`config.mk`:
```
export PLATFORM = sky130hd
export DESIGN_NAME = flash_bus_if
export DESIGN_NICKNAME = d
export VERILOG_FILES = /design/src/rtl/flash_bus_pkg.sv /design/src/rtl/flash_bus_ctrl.sv /design/src/rtl/flash_bus_dp.sv /design/src/rtl/flash_bus_if.sv
export SDC_FILE = /design/constraint.sdc
export NUM_CORES = 1
export LEC_CHECK = 0
export ABC_AREA = 1
export ABC_CLOCK_PERIOD_IN_PS = 1500
export BUFFER_PORTS_ARGS = -buffer_cell sky130_fd_sc_hd__buf_2
export CAP_MARGIN = 40
export CELL_PAD_IN_SITES_DETAIL_PLACEMENT = 0
export CELL_PAD_IN_SITES_GLOBAL_PLACEMENT = 2
export CORE_UTILIZATION = 25
export DETAILED_ROUTE_END_ITERATION = 7
export PLACE_DENSITY = 0.73
export SYNTH_ARGS = -nofsm -noshare
export SYNTH_HDL_FRONTEND = slang
export SYNTH_HIERARCHICAL = 1
export SYNTH_SLANG_ARGS = --single-unit
```
`constraint.sdc`:
```
create_clock -name clk -period 1.5 [get_ports clk]
set_clock_uncertainty 0.2 [all_clocks]
set_input_delay 0.15 -clock clk [delete_from_list [all_inputs] [get_ports clk]]
set_output_delay 0.15 -clock clk [all_outputs]
set_load 0.05 [all_outputs]
```
`src/rtl/flash_bus_pkg.sv`:
```
package flash_bus_pkg;

  // Strobes handed from control to datapath each cycle
  typedef struct packed {
    logic readEn;      // chip and output enables both active
    logic shadowLoad;  // a legal write cycle is in progress
    logic cmdFire;     // write cycle just ended by CE or WE rising
  } strobes_t;

endpackage

```
`src/rtl/flash_bus_ctrl.sv`:
```
module flash_bus_ctrl
  import flash_bus_pkg::*;
#(
  parameter int SYNC_STAGES = 2
) (
  input  logic     clk,
  input  logic     rstN,
  input  logic     chipEnN,
  input  logic     outEnN,
  input  logic     wrEnN,
  input  logic     widthSel,
  output logic     byteMode,
  output strobes_t strb
);

  localparam int NUM_STROBES = 3;
  localparam int LAST = SYNC_STAGES - 1;

  logic [NUM_STROBES-1:0] syncQ [SYNC_STAGES];

  generate
    for (genvar s = 0; s < SYNC_STAGES; s++) begin : g_sync
      if (s == 0) begin : g_first
        always_ff @(posedge clk or negedge rstN) begin
          if (!rstN) syncQ[s] <= '1;
          else       syncQ[s] <= {chipEnN, outEnN, wrEnN};
        end
      end else begin : g_next
        always_ff @(posedge clk or negedge rstN) begin
          if (!rstN) syncQ[s] <= '1;
          else       syncQ[s] <= syncQ[s-1];
        end
      end
    end
  endgenerate

  logic ceSync, oeSync, weSync;
  logic wrLive, wrLivePrev;

  assign ceSync = syncQ[LAST][2];
  assign oeSync = syncQ[LAST][1];
  assign weSync = syncQ[LAST][0];

  assign wrLive = !ceSync && !weSync && oeSync;

  always_ff @(posedge clk or negedge rstN) begin
    if (!rstN) wrLivePrev <= 1'b0;
    else       wrLivePrev <= wrLive;
  end

  // Width pin is taken only while reset is held
  always_ff @(posedge clk) begin
    if (!rstN) byteMode <= !widthSel;
  end

  always_comb begin
    strb.readEn     = !ceSync && !oeSync;
    strb.shadowLoad = wrLive;
    strb.cmdFire    = wrLivePrev && (ceSync || weSync);
  end

endmodule

```
`src/rtl/flash_bus_dp.sv`:
```
module flash_bus_dp
  import flash_bus_pkg::*;
#(
  parameter int ADDR_W = 19,
  parameter int DATA_W = 16
) (
  input  logic              clk,
  input  logic              rstN,
  input  strobes_t          strb,
  input  logic              byteMode,
  input  logic [ADDR_W-1:0] addrIn,
  input  logic [DATA_W-1:0] dqIn,
  input  logic [DATA_W-1:0] rdData,
  output logic [DATA_W-1:0] dqOut,
  output logic [DATA_W-1:0] dqOe,
  output logic              cmdValid,
  output logic [ADDR_W:0]   cmdAddr,
  output logic [DATA_W-1:0] cmdData
);

  localparam int LANE_W = DATA_W / 2;
  localparam logic [DATA_W-1:0] LOW_LANE = {{LANE_W{1'b0}}, {LANE_W{1'b1}}};

  logic            laneSel;
  logic [ADDR_W:0] shAddr;
  logic [DATA_W-1:0] shData;

  assign laneSel = dqIn[DATA_W-1];

  // Read steering toward the pins
  always_comb begin
    if (byteMode)
      dqOut = {{LANE_W{1'b0}}, laneSel ? rdData[DATA_W-1:LANE_W] : rdData[LANE_W-1:0]};
    else
      dqOut = rdData;
  end

  always_ff @(posedge clk or negedge rstN) begin
    if (!rstN) dqOe <= '0;
    else if (strb.readEn) dqOe <= byteMode ? LOW_LANE : '1;
    else dqOe <= '0;
  end

  // Shadow follows the bus for the whole write cycle
  always_ff @(posedge clk or negedge rstN) begin
    if (!rstN) begin
      shAddr <= '0;
      shData <= '0;
    end else if (strb.shadowLoad) begin
      shAddr <= byteMode ? {addrIn, laneSel} : {addrIn, 1'b0};
      shData <= byteMode ? {{LANE_W{1'b0}}, dqIn[LANE_W-1:0]} : dqIn;
    end
  end

  always_ff @(posedge clk or negedge rstN) begin
    if (!rstN) begin
      cmdValid <= 1'b0;
      cmdAddr  <= '0;
      cmdData  <= '0;
    end else begin
      cmdValid <= strb.cmdFire;
      if (strb.cmdFire) begin
        cmdAddr <= shAddr;
        cmdData <= shData;
      end
    end
  end

endmodule

```
`src/rtl/flash_bus_if.sv`:
```
module flash_bus_if
  import flash_bus_pkg::*;
#(
  parameter int ADDR_W      = 19,
  parameter int DATA_W      = 16,
  parameter int SYNC_STAGES = 2
) (
  input  logic              clk,
  input  logic              rstN,
  input  logic              chipEnN,
  input  logic              outEnN,
  input  logic              wrEnN,
  input  logic              widthSel,
  input  logic [ADDR_W-1:0] addrIn,
  input  logic [DATA_W-1:0] dqIn,
  input  logic [DATA_W-1:0] rdData,
  output logic [DATA_W-1:0] dqOut,
  output logic [DATA_W-1:0] dqOe,
  output logic              cmdValid,
  output logic [ADDR_W:0]   cmdAddr,
  output logic [DATA_W-1:0] cmdData
);

  strobes_t strb;
  logic     byteMode;

  flash_bus_ctrl #(.SYNC_STAGES(SYNC_STAGES)) u_ctrl (
    .clk(clk), .rstN(rstN), .chipEnN(chipEnN), .outEnN(outEnN),
    .wrEnN(wrEnN), .widthSel(widthSel), .byteMode(byteMode), .strb(strb)
  );

  flash_bus_dp #(.ADDR_W(ADDR_W), .DATA_W(DATA_W)) u_dp (
    .clk(clk), .rstN(rstN), .strb(strb), .byteMode(byteMode),
    .addrIn(addrIn), .dqIn(dqIn), .rdData(rdData), .dqOut(dqOut),
    .dqOe(dqOe), .cmdValid(cmdValid), .cmdAddr(cmdAddr), .cmdData(cmdData)
  );

endmodule

```
=== After elaboration in Yosys (flattened, before gate mapping) ===
Index checks and enable logic that the tools add are counted.
W data, S select, Z words.

* $add $sub $neg: 0
* $mul: 0
* Div/mod/pow operators: 0
* Magnitude comparators: 0
* Equality and inequality tests: 0
* Shifts and indexed selects: 0
* Multiplexer cells: 6
* Bitwise logic cells: 0
* Reductions and logical operators: 9

{| class="wikitable"
|+ Operators with widths
! cell !! count
|-
| $mux W16 || 4
|-
| $mux W8 || 1
|-
| $logic_and A1 B1 Y1 || 4
|-
| $logic_not A1 Y1 || 4
|-
| $logic_or A1 B1 Y1 || 1
|-
| $mux W1 || 1
|}

* Bits in registers: 97
* Bits in latches: 0
* RAM bits: 0
* Bits in read-only memories: 0
* Bits of input ports: 57
* Output and inout bits: 69
* Word-level logic and storage cells: 25
* Memories: 0

=== Logic depth before layout (Yosys ltp) ===
Gate-level depths: netlist (run 1).

* Depth in word-level cells: 3
* Mapped depth: 9

=== Hierarchy ===
Netlist (run 1), hierarchy kept.

{| class="wikitable"
|+ Modules (own cells, without submodules)
! module !! instances !! cells each !! area an instance (um^2)
|-
| flash_bus_dp || 1 || 368 || 3184.3
|-
| flash_bus_ctrl || 1 || 20 || 264.0
|}

=== Worst setup path after synthesis (run 1) ===
No wires, ideal clock.

* Path type: register to output
* From: register u_ctrl.byteMode
* To: output dqOut[10]
* Arrival: 1.198 ns
* Data required time: 1.150 ns
* Slack: -0.048 ns
* Stages on the path, launching flop included: 3
* Buffers on the path: 1
* Cells stage by stage: edfxtp_1 -> buf_2 -> nor2_1

* Cells in the longest elaborated chain, start to end: 1

{| class="wikitable"
|+ Ends and longest elaborated chain
! what !! RTL line !! source
|-
| start, declared || flash_bus_ctrl.sv:12 || <nowiki>output logic byteMode,</nowiki>
|-
| start signal, assigned || flash_bus_ctrl.sv:53 || <nowiki>if (!rstN) byteMode <= !widthSel;</nowiki>
|-
| $mux W16 || flash_bus_dp.sv:32 || <nowiki>if (byteMode)</nowiki>
|-
| end, declared || flash_bus_if.sv:17 || <nowiki>output logic [DATA_W-1:0] dqOut,</nowiki>
|}

Every way passes these cells.

=== Worst setup path after layout (run 1) ===
* From: register u_ctrl.byteMode
* To: output dqOut[4]

The elaborated chain is that of the path after synthesis.

==> flow_metrics.py, run 1 <==
metrics = {
    "status": {
        "result_of_the_run": "finished with violations",
        "failed_checks": "setup timing",
    },
    "place": {
        "dpl_cell_area_um2": 4225,
        "globalplace.congestion": 0.6821,
        "place_ws_ns": 0.03400,
        "detailed_placer_s_ending_hpwl_um": 5590,
        "port-buffer-count": 125,
    },
    "floorplan": {
        "dieHeight_um": 119.4,
        "design.portCount": 126,
        "dieWidth_um": 119.4,
        "starting_utilization_of_the_core_area_pct": 25.83,
        "coreArea_um2": 13350,
        "rows": 42,
        "die_area_um2": 14270,
    },
    "drt": {
        "vias_per_cell": 3.992,
        "drtAntennaViolNets": 0,
        "totalWireLength_um": 8491,
        "first_drt_pass_iteration_count": 4,
        "drc": 0,
        "detailroute.via_count": 2926,
        "dr.first_iter.drc_count": 58,
        "route.detailed.wl_per_inst_um": 11.58,
    },
    "cts": {
        "tritoncts_clock_tree": "done",
        "clock_tree.htree_level_count": 3,
        "worst_skew_pair.late_latency_ns": 0.34,
        "cts_made_buffers": 9,
        "clk_root_buffer_cell": "sky130_fd_sc_hd__clkbuf_16",
        "cts.sinks": 83,
        "clkSlewWorstSetupHoldPaths_ns": 0.05,
        "clock_path_buffers": 2,
    },
    "setup_path": {
        "path_max_fanout": 6,
        "cp_data_arrival_time_ns": 1.37,
        "critical_path.endpoint_type": "primary output",
        "setup.worst_path.start_class": "register",
        "timing.setup.critical_path_class": "register to primary output",
        "worst_ep_required_time_ns": 1.15,
    },
    "timing": {
        "timing.final.setup_violations": 16,
        "worstMarginPinSlew_ns": 0.3513,
        "period_share_pct": 114.9,
        "fin_hold_ws_ns": 0.02134,
        "finalMaxSlewViolations": 0,
        "setup_slack_ns": -0.2238,
        "setup_tns_ns": -3.088,
        "grt_setup_unrepaired": "yes",
        "max_freq_mhz": 580.1,
        "maxSlewHeadroom_pct": 76.58,
        "hold_viol_final": 0,
        "final_critical_delay_including_setup_and_external_delays_ns": 1.724,
    },
    "final_layout": {
        "multi_input_area_um2": 1006,
        "design.final.nets": 609,
        "diodes": 0,
        "n_fill_cell": 1373,
        "area_delta_synth_final_pct": 51.67,
        "drive_gt1_share_pct": 34.83,
        "postLayoutCellArea_um2": 5230,
        "regArea_um2": 2090,
    },
    "global_routing": {
        "gr-total-overflow": 0,
        "grt_antenna_before_repair": 0,
        "grt_first_pass_wirelength_um": 13770,
        "vias_in_the_first_global_route": 2926,
        "track_usage_pct": 12.57,
        "grt_start_max_net_pins": 43,
    },
    "synthesis": {
        "synth_area_in_compound_gates_pct": 5.225,
        "synthMuxAreaShare_pct": 0,
        "synthXorXnorAreaFrac_pct": 0,
        "synth-simple-area-share_pct": 20.68,
        "synthAdderAreaFrac_pct": 0,
        "synth_cell_type_count": 16,
        "netlist_area_um2": 3448,
        "dominant_combinational_cell_family_by_area_after_synthesis": "simple AND/OR/NAND/NOR gates",
        "ys_seq_area_share_pct": 60.60,
        "average_instance_area_after_synthesis_um2": 8.887,
        "synthCells": 388,
        "postSynthRegisterBits": 83,
        "synth_warnings": 6,
        "net_count_after_synthesis": 445,
    },
    "job": {
        "maxCapViolCount": 0,
    },
    "hold_path": {
        "min_path_type": "input pin to asynchronous set/reset pin",
    },
    "power_and_ir_drop": {
        "cellPowerDensity_nw_per_um2": 1354,
        "vdd.ir_drop.worst_v": 0.0004974,
        "total_leakage_power_nw": 2.753,
        "total_power_of_the_final_layout_mw": 7.080,
    },
}
-- layout make-up --
class,count,area share [%]
clock buffers,15,5.502
clock inverters,1,0.09569
well taps,176,4.211
flip-flops and latches,83,39.95
inverters,53,3.995
multi-input cells,219,19.23
repair buffers,186,27.01
-- through the flow --
step                      std cells  util, %
after floorplan                 388        -
after global placement          670    31.66
after detailed placement        670    31.66
after CTS                       727    37.43
after global routing            733    39.18
final                           733    39.18
-- path summary, 6_finish.rpt --
| check | startpoint | slack (ns) | cells past startpoint | endpoint |
|---|---|---|---|---|
| worst min register to register | u_ctrl/syncQ[3]$_DFF_PN1_ | 0.16 | 0 | u_ctrl/syncQ[0]$_DFF_PN1_ |
| worst min-delay path | rstN | 0.02 | 2 | u_dp/cmdAddr[13]$_DFFE_PN0P_ |
| worst max register to register | u_ctrl/byteMode$_DFFE_PN_ | 0.06 | 6 | u_dp/shData[9]$_DFFE_PN0P_ |
| worst max-delay path | u_ctrl/byteMode$_DFFE_PN_ | -0.22 | 4 | dqOut[4] |
| max in group asynchronous | rstN | 0.42 | 3 | u_ctrl/oeSync$_DFF_PN1_ |
| min in group clk | u_ctrl/syncQ[3]$_DFF_PN1_ | 0.16 | 0 | u_ctrl/syncQ[0]$_DFF_PN1_ |
-- Yosys cell counts --
library cell / instances / share of area (%)
sky130_fd_sc_hd__buf_6: 7 / 2.3
sky130_fd_sc_hd__buf_2: 4 / 0.58
sky130_fd_sc_hd__buf_4: 22 / 4.8
sky130_fd_sc_hd__dfstp_2: 6 / 4.6
sky130_fd_sc_hd__nor2_2: 1 / 0.18
sky130_fd_sc_hd__inv_1: 51 / 5.6
sky130_fd_sc_hd__nand2_1: 152 / 17
sky130_fd_sc_hd__nor2_1: 12 / 1.3
sky130_fd_sc_hd__edfxtp_1: 1 / 0.87
sky130_fd_sc_hd__dfrtp_1: 76 / 55
sky130_fd_sc_hd__nand3_1: 17 / 2.5
sky130_fd_sc_hd__inv_2: 1 / 0.11
sky130_fd_sc_hd__o21ai_0: 32 / 4.6
sky130_fd_sc_hd__inv_4: 1 / 0.18
sky130_fd_sc_hd__nand2_2: 1 / 0.18
sky130_fd_sc_hd__o21ai_1: 4 / 0.58
-- registers in the layout, summed over array words and instances, names as in the netlist --
name               cells
u_ctrl/byteMode        1
u_ctrl/ceSync          1
u_ctrl/oeSync          1
u_ctrl/syncQ           4
u_ctrl/wrLivePrev      1
u_dp/cmdAddr          20
u_dp/cmdData          16
u_dp/cmdValid          1
u_dp/dqOe              2
u_dp/shAddr           20
u_dp/shData           16
-- cells in the final DEF (no fill, tap or decap), types with 8 or more instances in the layout --
cell                              n
sky130_fd_sc_hd__dlygate4sd3_1   40
sky130_fd_sc_hd__dfrtp_1         76
sky130_fd_sc_hd__buf_4           11
sky130_fd_sc_hd__clkbuf_16       10
sky130_fd_sc_hd__nand3_2          9
sky130_fd_sc_hd__nand3_1          8
sky130_fd_sc_hd__buf_6           15
sky130_fd_sc_hd__buf_2          108
sky130_fd_sc_hd__nand2_1        146
sky130_fd_sc_hd__o21ai_0         32
sky130_fd_sc_hd__inv_1           51
-- what timing repair did --
item	CTS	global route
hold buffers	40	0
cloned	0	1
hold endpoints to repair	116	0
setup endpoints to repair	16	33
buffers inserted	1	5
gates resized for setup	24	47
pin swaps	0	12
-- per-layer routing --
layer  part of all wire [%]  global-route usage, %  vias to the layer above
li1                       -                      -                     1477
met2                     49                  20.16                       85
met5                      0                      0                        -
met4                    1.9                  6.797                        0
met1                     44                  15.23                     1352
met3                    5.2                  3.496                       12
-- where the power goes --
group / total, mW / internal (mW) / switching, mW
Combinational: 2.10 / 0.592 / 1.50
Sequential: 2.85 / 2.65 / 0.204
Clock: 2.13 / 1.30 / 0.831
-- critical path, stage by stage, from the launching register on --
cell,delay (ns)
sky130_fd_sc_hd__edfxtp_1,0.53
sky130_fd_sc_hd__buf_6,0.19
sky130_fd_sc_hd__nand3_2,0.09
sky130_fd_sc_hd__nand2_2,0.08
sky130_fd_sc_hd__buf_6,0.15
-- cell families after synthesis --
| kind of cell | after synthesis |
|---|---|
| AO/OA/AOI/OAI | 36 |
| AND/OR/NAND/NOR | 183 |
| buffers and inverters | 86 |
| flip-flops | 83 |
Note: power is estimated with default switching activity, not from simulation.
==> run 2, diff against run 1 <==
==> constraint.sdc (replaced) <==
create_clock -name clk -period 1.5 [get_ports clk]
set_clock_uncertainty 0.2 [all_clocks]
set_input_delay 0.15 -clock clk [delete_from_list [all_inputs] [get_ports clk]]
set_output_delay 0.15 -clock clk [all_outputs]
set_load 0.01 [all_outputs]
==> flow_metrics.py, run 2 (same netlist as run 1, synthesis figures left out) <==
metrics = {
    "setup_path": {
        "critical_path.endpoint_type": "primary output",
        "timing.reg2reg.setup_slack_ns": -0.06,
        "r2r_start": "u_ctrl/ceSync$_DFF_PN1_",
        "timing.setup.critical_path_class": "register to primary output",
        "worst_ep_required_time_ns": 1.15,
        "cp_data_arrival_time_ns": 1.29,
        "critical_path.endpoint": "dqOut[0]",
        "worstRegToRegCells": 4,
        "setup.worst_path.start_class": "register",
        "end_of_the_worst_register_to_register_path": "u_dp/cmdAddr[3]$_DFFE_PN0P_",
        "setup.worst_path.start": "u_ctrl/byteMode$_DFFE_PN_",
        "path_max_fanout": 6,
    },
    "job": {
        "maxCapViolCount": 0,
    },
    "place": {
        "dpl_cell_area_um2": 4218,
        "port-buffer-count": 125,
        "globalplace.congestion": 0.6995,
        "place_ws_ns": 0.05899,
        "detailed_placer_s_ending_hpwl_um": 5680,
    },
    "drt": {
        "totalWireLength_um": 8363,
        "vias_per_cell": 3.929,
        "drtAntennaViolNets": 0,
        "first_drt_pass_iteration_count": 4,
        "drc": 0,
        "route.detailed.wl_per_inst_um": 11.49,
        "detailroute.via_count": 2860,
        "dr.first_iter.drc_count": 133,
    },
    "cts": {
        "clk_root_buffer_cell": "sky130_fd_sc_hd__clkbuf_16",
        "clkSlewWorstSetupHoldPaths_ns": 0.06,
        "cts_made_buffers": 9,
        "clock_path_buffers": 2,
        "worst_skew_pair.late_latency_ns": 0.33,
        "tritoncts_clock_tree": "done",
        "cts.sinks": 83,
        "clock_tree.htree_level_count": 3,
    },
    "timing": {
        "finalMaxSlewViolations": 0,
        "grt_setup_unrepaired": "yes",
        "timing.final.setup_violations": 47,
        "setup_slack_ns": -0.1445,
        "max_freq_mhz": 608.1,
        "maxSlewHeadroom_pct": 73.51,
        "hold_viol_final": 0,
        "worstMarginPinSlew_ns": 0.3974,
        "final_critical_delay_including_setup_and_external_delays_ns": 1.644,
        "fin_hold_ws_ns": 0.1567,
        "period_share_pct": 109.6,
    },
    "status": {
        "result_of_the_run": "finished with violations",
        "failed_checks": "setup timing",
    },
    "power_and_ir_drop": {
        "vdd.ir_drop.worst_v": 0.0004849,
        "total_power_of_the_final_layout_mw": 6.242,
        "total_leakage_power_nw": 2.736,
        "cellPowerDensity_nw_per_um2": 1232,
    },
    "final_layout": {
        "design.final.nets": 604,
        "layout_common_cells": "144 x sky130_fd_sc_hd__nand2_1, 123 x sky130_fd_sc_hd__buf_2, 76 x sky130_fd_sc_hd__dfrtp_1",
        "diodes": 0,
        "drive_gt1_share_pct": 32.97,
        "layout.cells.most_common": "sky130_fd_sc_hd__nand2_1",
        "postLayoutCoreUtil_pct": 37.95,
        "area_delta_synth_final_pct": 46.88,
        "largestRegisters": "u_dp/cmdAddr (20), u_dp/shAddr (20)",
        "postLayoutCellArea_um2": 5065,
        "n_fill_cell": 1404,
    },
    "floorplan": {
        "starting_utilization_of_the_core_area_pct": 25.83,
        "dieHeight_um": 119.4,
        "design.portCount": 126,
        "die_area_um2": 14270,
        "dieWidth_um": 119.4,
        "rows": 42,
        "coreArea_um2": 13350,
    },
    "global_routing": {
        "gr-total-overflow": 0,
        "grt_antenna_before_repair": 0,
        "grt_first_pass_wirelength_um": 13840,
        "track_usage_pct": 12.30,
        "grt_start_max_net_pins": 52,
        "vias_in_the_first_global_route": 2919,
    },
    "hold_path": {
        "min_path_type": "register to register",
    },
}
-- run 2: layout make-up --
class                      instances  area [um^2]  share of cell area (%)
sequential                        83         2090                   41.25
timing repair buffer             181         1272                   25.12
multi-input combinational        219        982.2                   19.39
clock buffer                      14        264.0                   5.212
tap                              176        220.2                   4.348
inverter                          53        201.4                   3.977
clock inverter                     2        35.03                  0.6917
-- run 2: metal layers --
metal | wire, um | vias to the layer above | global-route usage, % | part of all wire [%]
met5 | 0 | - | 0 | 0
met4 | 87 | 0 | 3.750 | 1.0
met3 | 453 | 7 | 3.352 | 5.4
met2 | 3952 | 81 | 19.69 | 47
met1 | 3870 | 1306 | 16.10 | 46
li1 | - | 1466 | - | -
-- run 2: metrics by stage --
stage | TNS (ns) | std cells
2_1_floorplan | 0 | 388
3_5_place_dp | 0 | 669
4_1_cts | -2.407 | 726
3_3_place_gp | 0 | 669
5_1_grt | -6.434 | 728
6_report | -2.888 | 728
-- run 2: how the worst min path moves through the flow --
stage,start,end,slack (ns),depth (start not counted)
finish,u_ctrl/syncQ[3]$_DFF_PN1_,u_ctrl/syncQ[0]$_DFF_PN1_,0.16,0
global route,u_ctrl/syncQ[5]$_DFF_PN1_,u_ctrl/ceSync$_DFF_PN1_,0.16,0
CTS,u_ctrl/syncQ[3]$_DFF_PN1_,u_ctrl/syncQ[0]$_DFF_PN1_,0.16,0
detailed placement,rstN,u_dp/shAddr[17]$_DFFE_PN0P_,0.001,2
global placement,rstN,u_dp/shAddr[17]$_DFFE_PN0P_,0.007,2
floorplan,rstN,u_ctrl/wrLivePrev$_DFF_PN0_,-0.35,0
-- run 2: timing repair --
item                       in CTS  in global routing
pin swaps                       0                  7
hold buffers                   40                  0
hold endpoints to repair      117                  0
resized for setup               0                 48
setup endpoints to repair      16                 26
gates cloned                    0                  2
setup buffers                   1                  0
-- run 2: worst max-delay path, cell delays in order (launching register included) --
cell and delay, ns:
sky130_fd_sc_hd__edfxtp_1 0.51, sky130_fd_sc_hd__buf_4 0.21, sky130_fd_sc_hd__nand3_1 0.06, sky130_fd_sc_hd__nand2_1 0.05
sky130_fd_sc_hd__buf_2 0.13
-- run 2: power breakdown --
| part | switching, mW | total, mW | internal, mW |
|---|---|---|---|
| Combinational | 0.626 | 1.17 | 0.545 |
| Sequential | 0.220 | 2.87 | 2.65 |
| Clock | 0.823 | 2.20 | 1.38 |
==> run 3, diff against run 2 <==
--- a/config.mk
+++ b/config.mk
@@ -14,6 +14,7 @@
 export CORE_UTILIZATION = 25
 export DETAILED_ROUTE_END_ITERATION = 7
 export PLACE_DENSITY = 0.73
+export RECOVER_POWER = 100
 export SYNTH_ARGS = -nofsm -noshare
 export SYNTH_HDL_FRONTEND = slang
 export SYNTH_HIERARCHICAL = 1
==> flow_metrics.py, run 3 (same netlist as run 1, synthesis figures left out) <==
metrics = {
    "timing": {
        "finalMaxSlewViolations": 0,
        "setup_slack_ns": -0.1456,
        "fin_hold_ws_ns": 0.1573,
        "maxSlewHeadroom_pct": 47.88,
        "timing.final.setup_violations": 49,
        "final_critical_delay_including_setup_and_external_delays_ns": 1.646,
        "max_freq_mhz": 607.7,
        "period_share_pct": 109.7,
        "worstMarginPinSlew_ns": 0.7818,
        "hold_viol_final": 0,
        "grt_setup_unrepaired": "yes",
    },
    "power_and_ir_drop": {
        "total_leakage_power_nw": 2.533,
        "cellPowerDensity_nw_per_um2": 1243,
        "total_power_of_the_final_layout_mw": 6.177,
        "vdd.ir_drop.worst_v": 0.0004822,
    },
    "setup_path": {
        "crit_chain": "buf_4 -> nand3_1 -> nand2_1 -> buf_2",
        "worstRegToRegCells": 4,
        "cp_data_arrival_time_ns": 1.30,
        "cpLargestDelayFamily": "flip-flops",
        "path_max_fanout": 6,
        "cp_num_cells": 4,
        "worst_ep_required_time_ns": 1.15,
        "timing.critical_path.buf_inv": 2,
        "critical_path.endpoint_type": "primary output",
        "setup.worst_path.start_class": "register",
        "timing.setup.critical_path_class": "register to primary output",
        "cp_slowest_stage_delay_ns": 0.51,
        "critical_path.slowest_cell": "sky130_fd_sc_hd__edfxtp_1",
    },
    "drt": {
        "drc": 0,
        "totalWireLength_um": 8411,
        "vias_per_cell": 3.935,
        "dr.first_iter.drc_count": 157,
        "first_drt_pass_iteration_count": 4,
        "detailroute.via_count": 2865,
        "drtAntennaViolNets": 0,
        "route.detailed.wl_per_inst_um": 11.55,
    },
    "floorplan": {
        "dieWidth_um": 119.4,
        "die_area_um2": 14270,
        "coreArea_um2": 13350,
        "dieHeight_um": 119.4,
        "starting_utilization_of_the_core_area_pct": 25.83,
        "design.portCount": 126,
        "rows": 42,
    },
    "cts": {
        "cts_made_buffers": 9,
        "clkSlewWorstSetupHoldPaths_ns": 0.06,
        "clk_root_buffer_cell": "sky130_fd_sc_hd__clkbuf_16",
        "clock_tree.htree_level_count": 3,
        "tritoncts_clock_tree": "done",
        "clock_path_buffers": 2,
        "cts.sinks": 83,
        "worst_skew_pair.late_latency_ns": 0.33,
    },
    "final_layout": {
        "layout.cells.most_common": "sky130_fd_sc_hd__nand2_1",
        "diodes": 0,
        "postLayoutCoreUtil_pct": 37.22,
        "n_fill_cell": 1444,
        "drive_gt1_share_pct": 23.01,
        "finalNonFillerCells": 728,
        "largestRegisters": "u_dp/cmdAddr (20), u_dp/shAddr (20)",
        "design.final.nets": 604,
        "area_delta_synth_final_pct": 44.09,
        "postLayoutCellArea_um2": 4969,
        "layout_common_cells": "144 x sky130_fd_sc_hd__nand2_1, 76 x sky130_fd_sc_hd__dfrtp_1, 70 x sky130_fd_sc_hd__buf_2",
    },
    "job": {
        "maxCapViolCount": 0,
    },
    "global_routing": {
        "grt_antenna_before_repair": 0,
        "grt_start_max_net_pins": 52,
        "gr-total-overflow": 0,
        "grt_first_pass_wirelength_um": 13840,
        "vias_in_the_first_global_route": 2919,
        "track_usage_pct": 12.30,
    },
    "status": {
        "failed_checks": "setup timing",
        "result_of_the_run": "finished with violations",
    },
    "place": {
        "detailed_placer_s_ending_hpwl_um": 5680,
        "port-buffer-count": 125,
        "place.detailed.instances": 669,
        "globalplace.congestion": 0.6995,
        "dpl_cell_area_um2": 4218,
    },
    "hold_path": {
        "worst_hold_path.num_cells": 0,
        "min_path_type": "register to register",
    },
}
-- run 3: changes by cell type in the layout (fill, tap and decap cells not counted), moves of 2 or more --
cell,change
sky130_fd_sc_hd__clkbuf_4,+2
sky130_fd_sc_hd__buf_12,-2
sky130_fd_sc_hd__buf_4,-2
sky130_fd_sc_hd__clkbuf_1,+54
sky130_fd_sc_hd__buf_2,-53
-- run 3: path summary, 6_finish.rpt --
kind	slack [ns]	startpoint	endpoint
max	-0.15	u_ctrl/byteMode$_DFFE_PN_	dqOut[0]
min	0.16	u_ctrl/syncQ[3]$_DFF_PN1_	u_ctrl/syncQ[0]$_DFF_PN1_
max reg2reg	-0.06	u_ctrl/ceSync$_DFF_PN1_	u_dp/cmdAddr[3]$_DFFE_PN0P_
min reg2reg	0.16	u_ctrl/syncQ[3]$_DFF_PN1_	u_ctrl/syncQ[0]$_DFF_PN1_
max in group asynchronous	0.08	rstN	u_dp/shData[13]$_DFFE_PN0P_
min in group asynchronous	0.52	rstN	u_dp/dqOe[14]$_DFF_PN0_
-- run 3: stage by stage --
stage | setup slack [ns] | setup TNS, ns
3_3_place_gp | 0.1011 | 0
5_1_grt | -0.2327 | -15.68
6_report | -0.1456 | -3.408
3_5_place_dp | 0.05899 | 0
2_1_floorplan | 0.02679 | 0
4_1_cts | -0.1690 | -2.407
-- run 3: worst register-to-register path, delay by kind of cell (launching register included) --
kind	cells	cell delay, ns
buffers and inverters	1	0.24
and+or+nand+nor	2	0.34
AOI/OAI and AO/OA	1	0.08
DFF	1	0.59
-- run 3: power breakdown --
part	total (mW)	internal [mW]	switching (mW)
sequential	2.87	2.65	0.227
combinational	1.10	0.471	0.627
clock	2.20	1.38	0.825
-- run 3: area by class of cell --
type | instances | area [um^2] | share of cell area (%)
Inverter | 53 | 198.9 | 4.004
Tap cell | 176 | 220.2 | 4.432
Clock buffer | 14 | 264.0 | 5.314
Sequential cell | 83 | 2090 | 42.05
Clock inverter | 2 | 35.03 | 0.7051
Multi-Input combinational cell | 219 | 982.2 | 19.77
Timing Repair Buffer | 181 | 1179 | 23.72
-- run 3: what timing repair did --
item	4_1_cts	5_1_grt
setup buffers	1	0
resized for setup	0	48
hold buffers	40	0
setup endpoints to repair	16	26
hold endpoints to repair	117	0
pin swaps	0	7
gates cloned	0	2
-- run 3: routing by layer --
layer / track usage (%) / vias up / part of all wire [%]
met5: 0 / - / 0
met4: 3.750 / 0 / 1.0
met3: 3.352 / 8 / 5.5
met2: 19.69 / 78 / 47
met1: 16.10 / 1311 / 46
li1: - / 1468 / -
